File: src/rtl/ivt_pkg.sv
// Package: register map and control-field positions shared by the timer.
// Assumes a two-bit register address and a data bus of at least 8 bits.
package ivt_pkg;
    localparam logic [1:0] ADDR_COUNT = 2'd0;
    localparam logic [1:0] ADDR_PRI   = 2'd1;
    localparam logic [1:0] ADDR_SEC   = 2'd2;
    localparam logic [1:0] ADDR_CTRL  = 2'd3;

    localparam int CB_RUN  = 0;
    localparam int CB_DUAL = 1;
    localparam int CB_CONT = 2;
    localparam int CB_IE   = 3;
    localparam int CB_SRC  = 4;
    localparam int CB_FLAG = 6;
    localparam int CB_SIDE = 7;

    typedef enum logic [1:0] {
        SRC_INT = 2'b00,
        SRC_EXT = 2'b01,
        SRC_PRE = 2'b10,
        SRC_OFF = 2'b11
    } src_e;
endpackage

File: src/rtl/ivt_event_gen.sv
// Event generator: turns the selected source into single-cycle events
// aligned to a sampling slot that comes once every SLOT_DIV clocks.
// Assumes SYNC_STAGES >= 2. An arrival made between slots waits in a
// pending bit; several arrivals inside one slot window merge into one event.
module ivt_event_gen
    import ivt_pkg::*;
#(
    parameter int SLOT_DIV    = 4,
    parameter int SYNC_STAGES = 2
) (
    input  logic clk,
    input  logic rst_n,
    input  src_e src,
    input  logic ext_in,
    input  logic pre_tick,
    output logic evt
);
    localparam int PW = (SLOT_DIV > 1) ? $clog2(SLOT_DIV) : 1;

    logic                   slot;
    logic [SYNC_STAGES-1:0] sync_q;
    logic                   ext_prev;
    logic                   rise;
    logic                   arrival;
    logic                   pending;

    generate
        if (SLOT_DIV > 1) begin : g_div
            logic [PW-1:0] phase;

            // Free-running slot phase counter.
            always_ff @(posedge clk) begin
                if (!rst_n)                          phase <= '0;
                else if (phase == PW'(SLOT_DIV - 1)) phase <= '0;
                else                                 phase <= phase + 1'b1;
            end
            assign slot = (phase == PW'(SLOT_DIV - 1));

            // two events are never adjacent.
            p_event_gap_r7: assert property (@(posedge clk) disable iff (!rst_n)
                evt |=> !evt);
        end else begin : g_nodiv
            assign slot = 1'b1;
        end
    endgenerate

    // Synchronizer chain for the asynchronous pin, plus previous-level register.
    always_ff @(posedge clk) begin
        if (!rst_n) begin
            sync_q   <= '0;
            ext_prev <= 1'b0;
        end else begin
            sync_q   <= {sync_q[SYNC_STAGES-2:0], ext_in};
            ext_prev <= sync_q[SYNC_STAGES-1];
        end
    end

    assign rise    = sync_q[SYNC_STAGES-1] & ~ext_prev;
    assign arrival = ((src == SRC_EXT) & rise) | ((src == SRC_PRE) & pre_tick);

    // Hold an arrival until the next sampling slot consumes it.
    always_ff @(posedge clk) begin
        if (!rst_n)    pending <= 1'b0;
        else if (slot) pending <= 1'b0;
        else           pending <= pending | arrival;
    end

    assign evt = slot & ((src == SRC_INT) | pending | arrival);
endmodule

File: src/rtl/ivt_count_core.sv
// Count core: the count register and the selection between primary and
// secondary limits. A zero limit stands for 2**W events. The count clears
// on the edge where it would equal the limit. Assumes run and dual are
// register outputs.
module ivt_count_core #(
    parameter int W = 16
) (
    input  logic         clk,
    input  logic         rst_n,
    input  logic         run,
    input  logic         dual,
    input  logic         evt,
    input  logic         cnt_wr,
    input  logic [W-1:0] wdata,
    input  logic [W-1:0] max_a,
    input  logic [W-1:0] max_b,
    output logic [W-1:0] cnt,
    output logic         use_b,
    output logic         hit
);
    localparam logic [W:0] FULL = {1'b1, {W{1'b0}}};

    logic [W-1:0] max_sel;
    logic [W:0]   lim;
    logic [W:0]   nxt;
    logic         step;

    assign max_sel = use_b ? max_b : max_a;
    assign lim     = (max_sel == '0) ? FULL : {1'b0, max_sel};
    assign nxt     = {1'b0, cnt} + 1'b1;
    assign step    = run & evt;
    assign hit     = step & (nxt == lim);

    // Count register: a software write wins, otherwise step or clear.
    always_ff @(posedge clk) begin
        if (!rst_n)      cnt <= '0;
        else if (cnt_wr) cnt <= wdata;
        else if (hit)    cnt <= '0;
        else if (step)   cnt <= nxt[W-1:0];
    end

    // Limit selector: alternates at terminal count in dual mode only.
    always_ff @(posedge clk) begin
        if (!rst_n)     use_b <= 1'b0;
        else if (!dual) use_b <= 1'b0;
        else if (hit)   use_b <= ~use_b;
    end

    p_step_one_r2: assert property (@(posedge clk) disable iff (!rst_n)
        (step && !hit && !cnt_wr) |=> (cnt == $past(cnt) + 1'b1));

    p_clear_at_max_r3: assert property (@(posedge clk) disable iff (!rst_n)
        (hit && !cnt_wr) |=> (cnt == '0));

    p_swap_limit_r6: assert property (@(posedge clk) disable iff (!rst_n)
        (hit && dual && $past(dual)) |=> (use_b != $past(use_b)));

    p_write_wins_r1: assert property (@(posedge clk) disable iff (!rst_n)
        cnt_wr |=> (cnt == $past(wdata)));
endmodule

File: src/rtl/ivtimer.sv
// Timer top: register file, output shaping and interrupt. Reads are
// combinational from the addressed register. Assumes W >= 8 so that the
// control word fits. In one-shot dual mode the timer stops after the
// secondary interval, so one full high/low cycle is produced.
module ivtimer
    import ivt_pkg::*;
#(
    parameter int W           = 16,
    parameter int SLOT_DIV    = 4,
    parameter int SYNC_STAGES = 2
) (
    input  logic         clk,
    input  logic         rst_n,
    input  logic         bus_wr,
    input  logic [1:0]   bus_addr,
    input  logic [W-1:0] bus_wdata,
    output logic [W-1:0] bus_rdata,
    input  logic         ext_in,
    input  logic         pre_tick,
    output logic         tmr_out,
    output logic         irq
);
    logic [W-1:0] max_a;
    logic [W-1:0] max_b;
    logic [W-1:0] cnt;
    logic         ctl_run;
    logic         ctl_dual;
    logic         ctl_cont;
    logic         ctl_ie;
    src_e         ctl_src;
    logic         flag_q;
    logic         tc_q;
    logic         use_b;
    logic         hit;
    logic         evt;
    logic         ctl_wr;
    logic         cnt_wr;
    logic         oneshot_stop;
    logic [7:0]   ctl_word;

    assign ctl_wr = bus_wr & (bus_addr == ADDR_CTRL);
    assign cnt_wr = bus_wr & (bus_addr == ADDR_COUNT);

    ivt_event_gen #(
        .SLOT_DIV   (SLOT_DIV),
        .SYNC_STAGES(SYNC_STAGES)
    ) u_evt (
        .clk     (clk),
        .rst_n   (rst_n),
        .src     (ctl_src),
        .ext_in  (ext_in),
        .pre_tick(pre_tick),
        .evt     (evt)
    );

    ivt_count_core #(.W(W)) u_core (
        .clk   (clk),
        .rst_n (rst_n),
        .run   (ctl_run),
        .dual  (ctl_dual),
        .evt   (evt),
        .cnt_wr(cnt_wr),
        .wdata (bus_wdata),
        .max_a (max_a),
        .max_b (max_b),
        .cnt   (cnt),
        .use_b (use_b),
        .hit   (hit)
    );

    assign oneshot_stop = hit & ~ctl_cont & (~ctl_dual | use_b);

    // Limit registers, written by software only.
    always_ff @(posedge clk) begin
        if (!rst_n) begin
            max_a <= '0;
            max_b <= '0;
        end else if (bus_wr && bus_addr == ADDR_PRI) begin
            max_a <= bus_wdata;
        end else if (bus_wr && bus_addr == ADDR_SEC) begin
            max_b <= bus_wdata;
        end
    end

    // Control fields; a write beats the one-shot self-stop.
    always_ff @(posedge clk) begin
        if (!rst_n) begin
            ctl_run  <= 1'b0;
            ctl_dual <= 1'b0;
            ctl_cont <= 1'b0;
            ctl_ie   <= 1'b0;
            ctl_src  <= SRC_INT;
        end else if (ctl_wr) begin
            ctl_run  <= bus_wdata[CB_RUN];
            ctl_dual <= bus_wdata[CB_DUAL];
            ctl_cont <= bus_wdata[CB_CONT];
            ctl_ie   <= bus_wdata[CB_IE];
            ctl_src  <= src_e'(bus_wdata[CB_SRC+1:CB_SRC]);
        end else if (oneshot_stop) begin
            ctl_run  <= 1'b0;
        end
    end

    // Sticky terminal flag: hardware set wins over a software clear.
    always_ff @(posedge clk) begin
        if (!rst_n)      flag_q <= 1'b0;
        else if (hit)    flag_q <= 1'b1;
        else if (ctl_wr) flag_q <= flag_q & bus_wdata[CB_FLAG];
    end

    // One-clock terminal marker used for the single-compare pulse.
    always_ff @(posedge clk) begin
        if (!rst_n) tc_q <= 1'b0;
        else        tc_q <= hit;
    end

    assign tmr_out = ctl_dual ? ~use_b : ~tc_q;
    assign irq     = flag_q & ctl_ie;

    assign ctl_word = {use_b, flag_q, ctl_src, ctl_ie, ctl_cont, ctl_dual, ctl_run};

    // Read multiplexer over the four registers.
    always_comb begin
        case (bus_addr)
            ADDR_COUNT: bus_rdata = cnt;
            ADDR_PRI:   bus_rdata = max_a;
            ADDR_SEC:   bus_rdata = max_b;
            default:    bus_rdata = {{(W-8){1'b0}}, ctl_word};
        endcase
    end

    p_pulse_width_r5: assert property (@(posedge clk) disable iff (!rst_n)
        (!ctl_dual && !tmr_out) |=> (tmr_out || ctl_dual));

    p_oneshot_halt_r10: assert property (@(posedge clk) disable iff (!rst_n)
        (oneshot_stop && !ctl_wr) |=> !ctl_run);

    p_flag_sets_r11: assert property (@(posedge clk) disable iff (!rst_n)
        hit |=> flag_q);

    p_idle_hold_r12: assert property (@(posedge clk) disable iff (!rst_n)
        (!ctl_run && !cnt_wr) |=> $stable(cnt));
endmodule

File: config.mk
export PLATFORM = sky130hd
export DESIGN_NAME = ivtimer
export DESIGN_NICKNAME = d
export VERILOG_FILES = /design/src/rtl/ivt_pkg.sv /design/src/rtl/ivt_event_gen.sv /design/src/rtl/ivt_count_core.sv /design/src/rtl/ivtimer.sv
export SDC_FILE = /design/constraint.sdc
export NUM_CORES = 1
export LEC_CHECK = 0
export ABC_AREA = 1
export BUFFER_PORTS_ARGS = -buffer_cell sky130_fd_sc_hd__buf_2
export CELL_PAD_IN_SITES_DETAIL_PLACEMENT = 0
export CELL_PAD_IN_SITES_GLOBAL_PLACEMENT = 1
export CORE_UTILIZATION = 46
export CTS_BUF_LIST = sky130_fd_sc_hd__clkbuf_8
export CTS_CLUSTER_SIZE = 25
export DETAILED_ROUTE_END_ITERATION = 7
export GPL_TIMING_DRIVEN = 0
export PLACE_DENSITY = 0.95
export SYNTH_ARGS = -nofsm -noshare
export SYNTH_HDL_FRONTEND = slang
export SYNTH_HIERARCHICAL = 1
export SYNTH_SLANG_ARGS = --single-unit
File: constraint.sdc
create_clock -name clk -period 3.65 [get_ports clk]
set_clock_uncertainty 0.15 [all_clocks]
set_input_delay 0.73 -clock clk [delete_from_list [all_inputs] [get_ports clk]]
set_output_delay 0.73 -clock clk [all_outputs]
set_load 0.005 [all_outputs]
==> results of run 1 <==
==> how the worst max path moves through the flow <==
stage          slack [ps]  cells past startpoint                     endpoint
3_5_place_dp          270                     10  u_core/cnt[10]$_SDFFE_PN0P_
6_report              560                     10  u_core/cnt[10]$_SDFFE_PN0P_
4_1_cts               650                     10   u_core/cnt[8]$_SDFFE_PN0P_
3_3_place_gp          280                     10   u_core/cnt[8]$_SDFFE_PN0P_
5_1_grt               460                     10   u_core/cnt[8]$_SDFFE_PN0P_
2_1_floorplan        1230                     10  u_core/cnt[10]$_SDFFE_PN0P_
==> state kept, by name, summed over array words and instances (netlist names) <==
signal,cells
flag_q,1
ctl_src,2
ctl_ie,1
u_core/cnt,16
u_evt/ext_prev,1
max_b,16
u_evt/pending,1
ctl_cont,1
ctl_run,1
u_evt/g_div.phase,2
u_core/use_b,1
tc_q,1
ctl_dual,1
max_a,16
u_evt/sync_q,2
==> routing by layer <==
| layer | vias to the layer above | routed length (um) | GRT usage (%) | share of wire [%] |
|---|---|---|---|---|
| met5 | - | 0 | 0 | 0 |
| met4 | 0 | 206 | 8.82 | 1.5 |
| met3 | 18 | 1260 | 4.68 | 8.9 |
| met2 | 203 | 6420 | 46.8 | 45 |
| met1 | 2192 | 6320 | 42.8 | 45 |
| li1 | 2336 | - | - | - |
==> per-stage QoR <==
step                setup WS, ps  area, um2  util [%]  power, uW
finish                       558       4700      53.6       1620
global route                 458       4700      53.6       1680
CTS                          649       4700      53.6       1620
detailed placement           273       4500      51.4        998
global placement             284       4500      51.4        993
floorplan                   1230       4170         -        910
==> cells by family after synthesis <==
logic type                 synth area share (%)
DFF                                        30.2
xor gates and xnor gates                  0.840
adders and majority gates                 0.600
AOI/OAI and AO/OA                          10.2
and+or+nand+nor                            47.1
buffers and inverters                      11.0
==> synthesized netlist by cell type <==
cell type	instances	area (um2)
buf_4	2	15.0
nand2_4	1	11.3
nand3b_1	4	30.0
nand4_1	35	219
nor2_2	9	56.3
nand3_2	2	20.0
nor2_1	42	158
buf_1	1	3.75
o21ai_0	27	135
and2_1	1	6.26
nand4_4	1	21.3
nor2_4	5	56.3
nand2_2	8	50.1
nor4_1	2	12.5
nand3_1	78	390
clkinv_1	3	11.3
dfxtp_1	63	1260
nand2_1	244	916
or2_2	1	6.26
buf_2	4	20.0
a221oi_1	1	8.76
buf_6	8	90.1
nor3_1	1	5.00
o21bai_1	1	7.51
o21ai_2	1	8.76
ha_1	2	25.0
clkbuf_1	12	45.0
a21oi_1	52	260
xor2_1	4	35.0
inv_2	2	7.51
inv_4	1	6.26
inv_1	69	259
o21ai_1	1	5.00
nor3b_1	1	7.51
==> cell usage in the layout (no fill, tap or decap), types with 8 or more instances in the layout <==
cell type and instances:
buf_6 8, dfxtp_1 63, o21ai_0 27, nand3_1 78, nor2_2 9, nor2_1 42, nand4_1 35, clkbuf_8 9
clkbuf_1 12, a21oi_1 52, nand2_2 8, buf_2 43, inv_1 69, nand2_1 244
==> final cells by class <==
class | count | area [um2] | area share (%)
flip-flops and latches | 63 | 1260 | 26.9
plain buffers | 27 | 174 | 3.70
well taps | 108 | 135 | 2.88
clock inverters | 7 | 72.6 | 1.55
repair buffers | 39 | 195 | 4.16
clock buffers | 9 | 124 | 2.64
inverters | 75 | 284 | 6.05
multi-input cells | 524 | 2450 | 52.2
==> power by group through the flow <==
stage          clock network [uW]  logic [uW]  registers [uW]
2_1_floorplan                   0         165             745
3_3_place_gp                    0         241             752
3_5_place_dp                    0         245             753
4_1_cts                       638         246             737
5_1_grt                       667         276             741
6_report                      630         250             738
==> worst reg2reg max path: cells and delay by family (launching register included) <==
family | cells | cell delay [ps]
AND/OR/NAND/NOR | 11 | 1540
flip-flops | 1 | 430
AO/OA/AOI/OAI | 3 | 340
adder cells (fa/ha/maj) | 1 | 270
buffers and inverters | 1 | 80
==> results.yml, run 1 <==
clocking:
  cts_max_level: 3
  cts_root_buf: "clkbuf_8"
  clockBufferDepth: 2
  post_cts_buffers: 0
  cts.clk_slew.worst_paths_ps: 70
  cts_hold_buffers: 0
  cts_made_buffers: 9
  cts-resized-gates: 0
  cts_tree: "yes"
  numClockSinks: 63
  clock_latency_ps: 360
floorplan:
  start_util_pct: 47.6
  core_um2: 8760
  die_h_um: 97.2
  dieArea_um2: 9450
  ios: 41
  rows: 34
  die_w_um: 97.2
power_and_ir_drop:
  peakVddDrop_v: 0.000242
  pwr-share-comb_pct: 15.4
  p_per_area_nw_per_um2: 344
  p_leak_uw: 0.00203
  p_sw_share_pct: 31.3
  pwr-share-clk_pct: 38.9
  intPower_uw: 1110
  p_seq_share_pct: 45.6
  p_sw_uw: 506
worst_setup_path:
  crit_start: "bus_wr"
  cp_slowest_cell: "clkinv_1"
  r2r_cells: 16
  path_cells: "buf_2 -> inv_1 -> nor3_1 -> clkbuf_1 -> clkinv_1 -> nand2_1 -> clkbuf_1 -> o21ai_0 -> inv_1 -> a21oi_1"
  critPathKind: "primary input to flop"
  arrival_ps: 3160
  path_buf_inv: 6
  critPathTopFamily: "buffers and inverters"
  cp-end-kind: "flop"
  path_max_fanout: 10
  regToRegStartpoint: "u_core/cnt[1]$_SDFFE_PN0P_"
  r2r-end: "ctl_run$_SDFFE_PN0P_"
  max_stage_delay_ps: 490
  reg2reg_slack_ps: 730
  required_ps: 3720
  crit_path_start_kind: "primary input"
routing:
  dr.pass1.iters: 5
  drc: 0
  vias: 4749
  via_per_inst: 5.57
  drt_iter0_drc: 362
  wl_per_cell_um: 16.7
  routed_wirelength_um: 14200
  postRouteAntennaNets: 0
place:
  place_inst: 836
  dp_hpwl_um: 10900
  routabilityCongestion: 0.949
  io_buffers: 39
global_routing:
  overflow: 0
  grt_pass1_vias: 4180
  antenna_found_initial: 0
  grt_pass1_wl_um: 22000
  grt_max_degree: 13
  grt_usage_pct: 30.0
sta:
  setup_violations: 0
  rsz0062_at_grt: "false"
  period_share_pct: 84.7
  drv_slew: 0
  relSlewSlack_pct: 60.2
  hold-worst-slack_ps: 272
  tightest_slew_ps: 597
  fin_crit_ps: 3090
  fin_tns_setup_ps: 0
  hold_viol_final: 0
  timing.fmax_mhz: 323
synthesis:
  syn_nets: 714
  synth.cell_area_um2: 4170
  netlist_instances: 689
  yosysSeqAreaShare_pct: 30.2
  ys_ff_latch: 63
  avgSynthCellArea_um2: 6.05
  synth_cell_types: 34
  yosysWarnings: 6
min_path:
  hp-start: "u_evt/g_div.phase[0]$_SDFF_PP0_"
  min_path_type: "flop to flop"
  min_to: "u_evt/g_div.phase[0]$_SDFF_PP0_"
  holdPathStages: 1
layout:
  area_growth_pct: 12.6
  fill_cells: 948
  antenna_cells: 0
  final_net_count: 764
  final_cells: 852
  drive_gt1_share_pct: 13.4
run_status:
  status: "finished, final reports clean"
flow_run:
  drv_cap: 0
Note: power is estimated with default switching activity, not from simulation.
==> run 2, diff against run 1 <==
- CORE_UTILIZATION: 46 -> 43
- PLACE_DENSITY: 0.95 -> 0.9
- clock period: 3.65 -> 2.9 ns (I/O delays scaled with it)
==> results.yml, run 2 (synthesis results as in run 1) <==
run_status:
  status: "finished, final reports clean"
place:
  place_ws_ps: -297
  place_inst: 857
  io_buffers: 39
  dp_hpwl_um: 10900
  routabilityCongestion: 0.959
routing:
  top_layer_used: "met4"
  drt_iter0_drc: 318
  drc: 0
  via_per_inst: 5.42
  dr.pass1.iters: 6
  wl_per_cell_um: 15.8
  wl_met3_um: 1040
  postRouteAntennaNets: 0
  wl_met2_um: 6110
  routed_wirelength_um: 13800
  m1WireLength_um: 6240
  vias: 4730
worst_setup_path:
  critPathMostFrequentCell: "nand2_1"
  r2r-end: "ctl_run$_SDFFE_PN0P_"
  cp.depth: 17
  path_buf_inv: 4
  cp_slowest_cell: "dfxtp_1"
  required_ps: 2990
  path_cells: "buf_4 -> inv_4 -> buf_6 -> nand2_1 -> nand2_1 -> nor2_1 -> nand3_1 -> nor2_2 -> a21oi_1 -> nor4_1 -> nand3_1 -> nor2_4 -> inv_1 -> nor2_1 -> nand2_1 -> nand2_1 -> a21oi_1"
  reg2reg_slack_ps: 270
  crit_path_start_kind: "flop"
  max_stage_delay_ps: 390
  critPathTopFamily: "simple AND/OR/NAND/NOR gates"
  r2r_cells: 17
  path_max_fanout: 10
  cp-end-kind: "flop"
  arrival_ps: 2720
  regToRegStartpoint: "u_core/use_b$_SDFFE_PN0P_"
  critPathKind: "flop to flop"
sta:
  setup_violations: 0
  relSlewSlack_pct: 63.6
  fin_ws_ps: 267
  tightest_slew_ps: 546
  timing.fmax_mhz: 380
  hold_viol_final: 0
  period_share_pct: 90.8
  drv_slew: 0
  fin_tns_setup_ps: 0
  fin_crit_ps: 2630
  rsz0062_at_grt: "false"
global_routing:
  overflow: 0
  grt_max_degree: 11
  grt_pass1_wl_um: 21600
  grt_usage_pct: 28.2
  antenna_found_initial: 0
  grt_pass1_vias: 4107
clocking:
  cts-resized-gates: 0
  post_cts_buffers: 0
  cts_hold_buffers: 0
  clockBufferDepth: 2
  clock_latency_ps: 350
  cts_tree: "yes"
  cts.clk_slew.worst_paths_ps: 70
  numClockSinks: 63
  cts_root_buf: "clkbuf_8"
  cts_max_level: 3
  cts_made_buffers: 9
layout:
  drive_gt1_share_pct: 13.6
  layout_common_cells: "244 x nand2_1, 78 x nand3_1, 70 x inv_1, 63 x dfxtp_1, 52 x a21oi_1"
  final_net_count: 764
  multi_input_area_um2: 2470
  reg_top3: "max_a x16, max_b x16, u_core/cnt x16"
  final_cells: 872
  fin_util_pct: 50.5
  antenna_cells: 0
  area_growth_pct: 13.0
  regArea_um2: 1260
  final_common_cell: "nand2_1"
  fill_cells: 1017
floorplan:
  dieArea_um2: 10100
  start_util_pct: 44.7
  rows: 35
  die_w_um: 100
  core_um2: 9330
  ios: 41
  die_h_um: 100
min_path:
  hp-start: "ext_in"
  min_to: "u_evt/sync_q[0]$_SDFF_PN0_"
  holdPathStages: 3
  min_path_type: "primary input to flop"
power_and_ir_drop:
  peakVddDrop_v: 0.000301
  p_per_area_nw_per_um2: 406
  p_leak_uw: 0.00203
flow_run:
  drv_cap: 0
run 2: worst max path at each step:
stage | start | end | slack [ps]
3_3_place_gp | bus_wr | u_core/cnt[5]$_SDFFE_PN0P_ | -300
4_1_cts | bus_wr | u_core/cnt[5]$_SDFFE_PN0P_ | 70
5_1_grt | u_core/cnt[1]$_SDFFE_PN0P_ | ctl_run$_SDFFE_PN0P_ | 20
6_report | u_core/use_b$_SDFFE_PN0P_ | ctl_run$_SDFFE_PN0P_ | 270
2_1_floorplan | bus_wr | u_core/cnt[10]$_SDFFE_PN0P_ | 630
3_5_place_dp | bus_wr | u_core/cnt[5]$_SDFFE_PN0P_ | -300
run 2: power breakdown:
group / internal, uW / leakage, uW / total (uW) / switching (uW)
Combinational: 104 / 0.00143 / 311 / 207
Clock: 321 / 0.0000891 / 672 / 351
Sequential: 898 / 0.000513 / 930 / 32.7
run 2: stage by stage:
stage	hold WS [ps]	power [uW]	cell area, um2
after global routing	271	2000	4710
after global placement	245	1250	4530
after detailed placement	254	1250	4530
after floorplan	240	1140	4170
after CTS	251	1920	4690
final	262	1910	4710
run 2: final cells by class:
class,instances,share of cell area (%)
buffer,27,3.72
clock buffer,10,2.92
clock inverter,5,0.557
inverter,75,6.11
multi-input combinational,524,52.4
sequential,63,26.8
tap,129,3.42
timing repair buffer,39,4.14
run 2: worst min-delay path: stages:
cell,delay [ps]
buf_2,70
nand2_1,40
inv_1,40
run 2: routing by layer:
| layer | track usage (%) | up-vias |
|---|---|---|
| li1 | - | 2342 |
| met1 | 39.9 | 2167 |
| met2 | 43.2 | 191 |
| met3 | 3.68 | 30 |
| met4 | 11.5 | 0 |
| met5 | 0 | - |
==> run 3, diff against run 2 <==
- PLACE_DENSITY: 0.9 -> 0.89
- SYNTH_HIERARCHICAL: 1 -> unset
==> results.yml, run 3 <==
layout:
  reg_top3: "max_a x16, max_b x16, u_core.cnt x16"
  area_growth_pct: 14.9
  fin_util_pct: 50.6
  layout_common_cells: "135 x nand2_1, 79 x inv_1, 63 x dfxtp_1, 57 x a21oi_1, 55 x o21ai_0"
  antenna_cells: 0
  drive_gt1_share_pct: 17.4
  final_net_count: 648
  fill_cells: 922
  final_common_cell: "nand2_1"
floorplan:
  start_util_pct: 44.0
  core_um2: 8680
  dieArea_um2: 9260
  die_h_um: 96.2
  ios: 41
  rows: 34
  die_w_um: 96.2
global_routing:
  grt_usage_pct: 27.8
  antenna_found_initial: 0
  grt_pass1_wl_um: 18700
  grt_pass1_vias: 3414
  overflow: 0
  grt_max_degree: 13
clocking:
  numClockSinks: 63
  clock_latency_ps: 350
  cts_made_buffers: 9
  cts_tree: "yes"
  cts.clk_slew.worst_paths_ps: 70
  clockBufferDepth: 2
  post_cts_buffers: 0
  cts-resized-gates: 0
  cts_max_level: 3
  cts_hold_buffers: 0
  cts_root_buf: "clkbuf_8"
run_status:
  status: "finished, final reports clean"
sta:
  setup_violations: 0
  period_share_pct: 97.0
  fin_tns_setup_ps: 0
  timing.fmax_mhz: 356
  drv_slew: 0
  hold-worst-slack_ps: 268
  hold_viol_final: 0
  rsz0062_at_grt: "false"
  relSlewSlack_pct: 60.5
  fin_crit_ps: 2810
  tightest_slew_ps: 591
synthesis:
  synthTopCellsByCount: "135 x nand2_1, 79 x inv_1, 63 x dfxtp_1"
  synth-xor-area-share_pct: 3.77
  ys_ff_latch: 63
  netlist_instances: 572
  synth_top_family_by_area: "simple AND/OR/NAND/NOR gates"
  ys_top_cells_by_area: "dfxtp_1 33%, nand2_1 13%, inv_1 7.8%"
  ys.flop_type: "dfxtp_1"
  synth-compound-area-share_pct: 20.4
  yosysWarnings: 0
  syn_nets: 597
  synth_top_cell_area_share_pct: 33.0
  synth.cell_area_um2: 3820
  synth_enable_flop_cells: 0
  synthAdderAreaFrac_pct: 0.655
  synth.area.mux_share_pct: 0
  avgSynthCellArea_um2: 6.68
  synthSimpleGateAreaFrac_pct: 30.5
  synth_cell_types: 39
  synth_top_area_cell: "dfxtp_1"
  async_flop_share_pct: 0
  yosysSeqAreaShare_pct: 33.0
  yosysMostFrequentCell: "nand2_1"
place:
  routabilityCongestion: 0.882
  dp_hpwl_um: 9260
  io_buffers: 40
worst_setup_path:
  crit_start: "bus_addr[1]"
  regToRegStartpoint: "u_core.use_b$_SDFFE_PN0P_"
  critPathKind: "primary input to output port"
  r2r_cells: 16
  reg2reg_slack_ps: 350
  arrival_ps: 2080
  crit_path_start_kind: "primary input"
  path_max_fanout: 10
  r2r-end: "u_core.cnt[11]$_SDFFE_PN0P_"
  cp-end-kind: "output port"
  required_ps: 2170
power_and_ir_drop:
  peakVddDrop_v: 0.000259
  p_per_area_nw_per_um2: 487
  p_leak_uw: 0.00180
min_path:
  min_path_type: "flop to flop"
  hp-start: "u_evt.sync_q[0]$_SDFF_PN0_"
  min_to: "u_evt.sync_q[1]$_SDFF_PN0_"
  holdPathStages: 2
routing:
  via_per_inst: 5.40
  vias: 3974
  dr.pass1.iters: 7
  drc: 0
  drt_iter0_drc: 278
  routed_wirelength_um: 12200
  postRouteAntennaNets: 0
  wl_per_cell_um: 16.6
flow_run:
  drv_cap: 0
## run 3: cell families after synthesis
group                    Yosys count
AND/OR/NAND/NOR                  249
AO/OA/AOI/OAI                    139
buffers and inverters            105
flip-flops                        63
XOR/XNOR                          14
adder cells (fa/ha/maj)            2
## run 3: cell type report
class | count | area, um2 | share of cell area [%]
Timing Repair Buffer | 40 | 200 | 4.56
Clock buffer | 10 | 138 | 3.14
Inverter | 83 | 312 | 7.10
Tap cell | 108 | 135 | 3.08
Multi-Input combinational cell | 404 | 2120 | 48.2
Buffer | 22 | 134 | 3.05
Clock inverter | 6 | 92.6 | 2.11
Sequential cell | 63 | 1260 | 28.7
## run 3: stage by stage
step	total power (uW)	instances	worst slack, ps	cell area, um2
finish	2140	736	88.0	4390
global route	2220	736	2.13	4390
CTS	2130	736	131	4380
detailed placement	1240	720	-209	4150
global placement	1230	720	-199	4150
floorplan	1130	572	697	3820
## run 3: per-layer routing
layer | global-route usage, % | wire length [um] | vias to the layer above
met5 | 0 | 0 | -
met1 | 40.8 | 5670 | 1829
met2 | 42.3 | 5490 | 166
li1 | - | - | 1966
met4 | 6.22 | 138 | 0
met3 | 4.27 | 946 | 13
## run 3: how the worst max path moves through the flow
stage | depth (start not counted) | slack [ps] | endpoint
6_report | 9 | 90 | bus_rdata[5]
5_1_grt | 9 | 2 | bus_rdata[4]
4_1_cts | 9 | 130 | bus_rdata[4]
3_5_place_dp | 10 | -210 | u_core.cnt[8]$_SDFFE_PN0P_
3_3_place_gp | 10 | -200 | u_core.cnt[8]$_SDFFE_PN0P_
2_1_floorplan | 9 | 700 | u_core.cnt[10]$_SDFFE_PN0P_
## run 3: power breakdown
| group | leakage (uW) | internal, uW | switching, uW |
|---|---|---|---|
| Combinational | 0.00118 | 98.3 | 193 |
| Clock | 0.000109 | 512 | 401 |
| Sequential | 0.000514 | 903 | 28.1 |
| Total | 0.00180 | 1510 | 622 |
## run 3: critical path: stages
cell      delay [ps]
buf_2            110
inv_1             60
nor2_1           130
clkbuf_1         400
inv_1            260
o22ai_1          250
a21oi_1           80
o21ai_0           80
buf_2            130
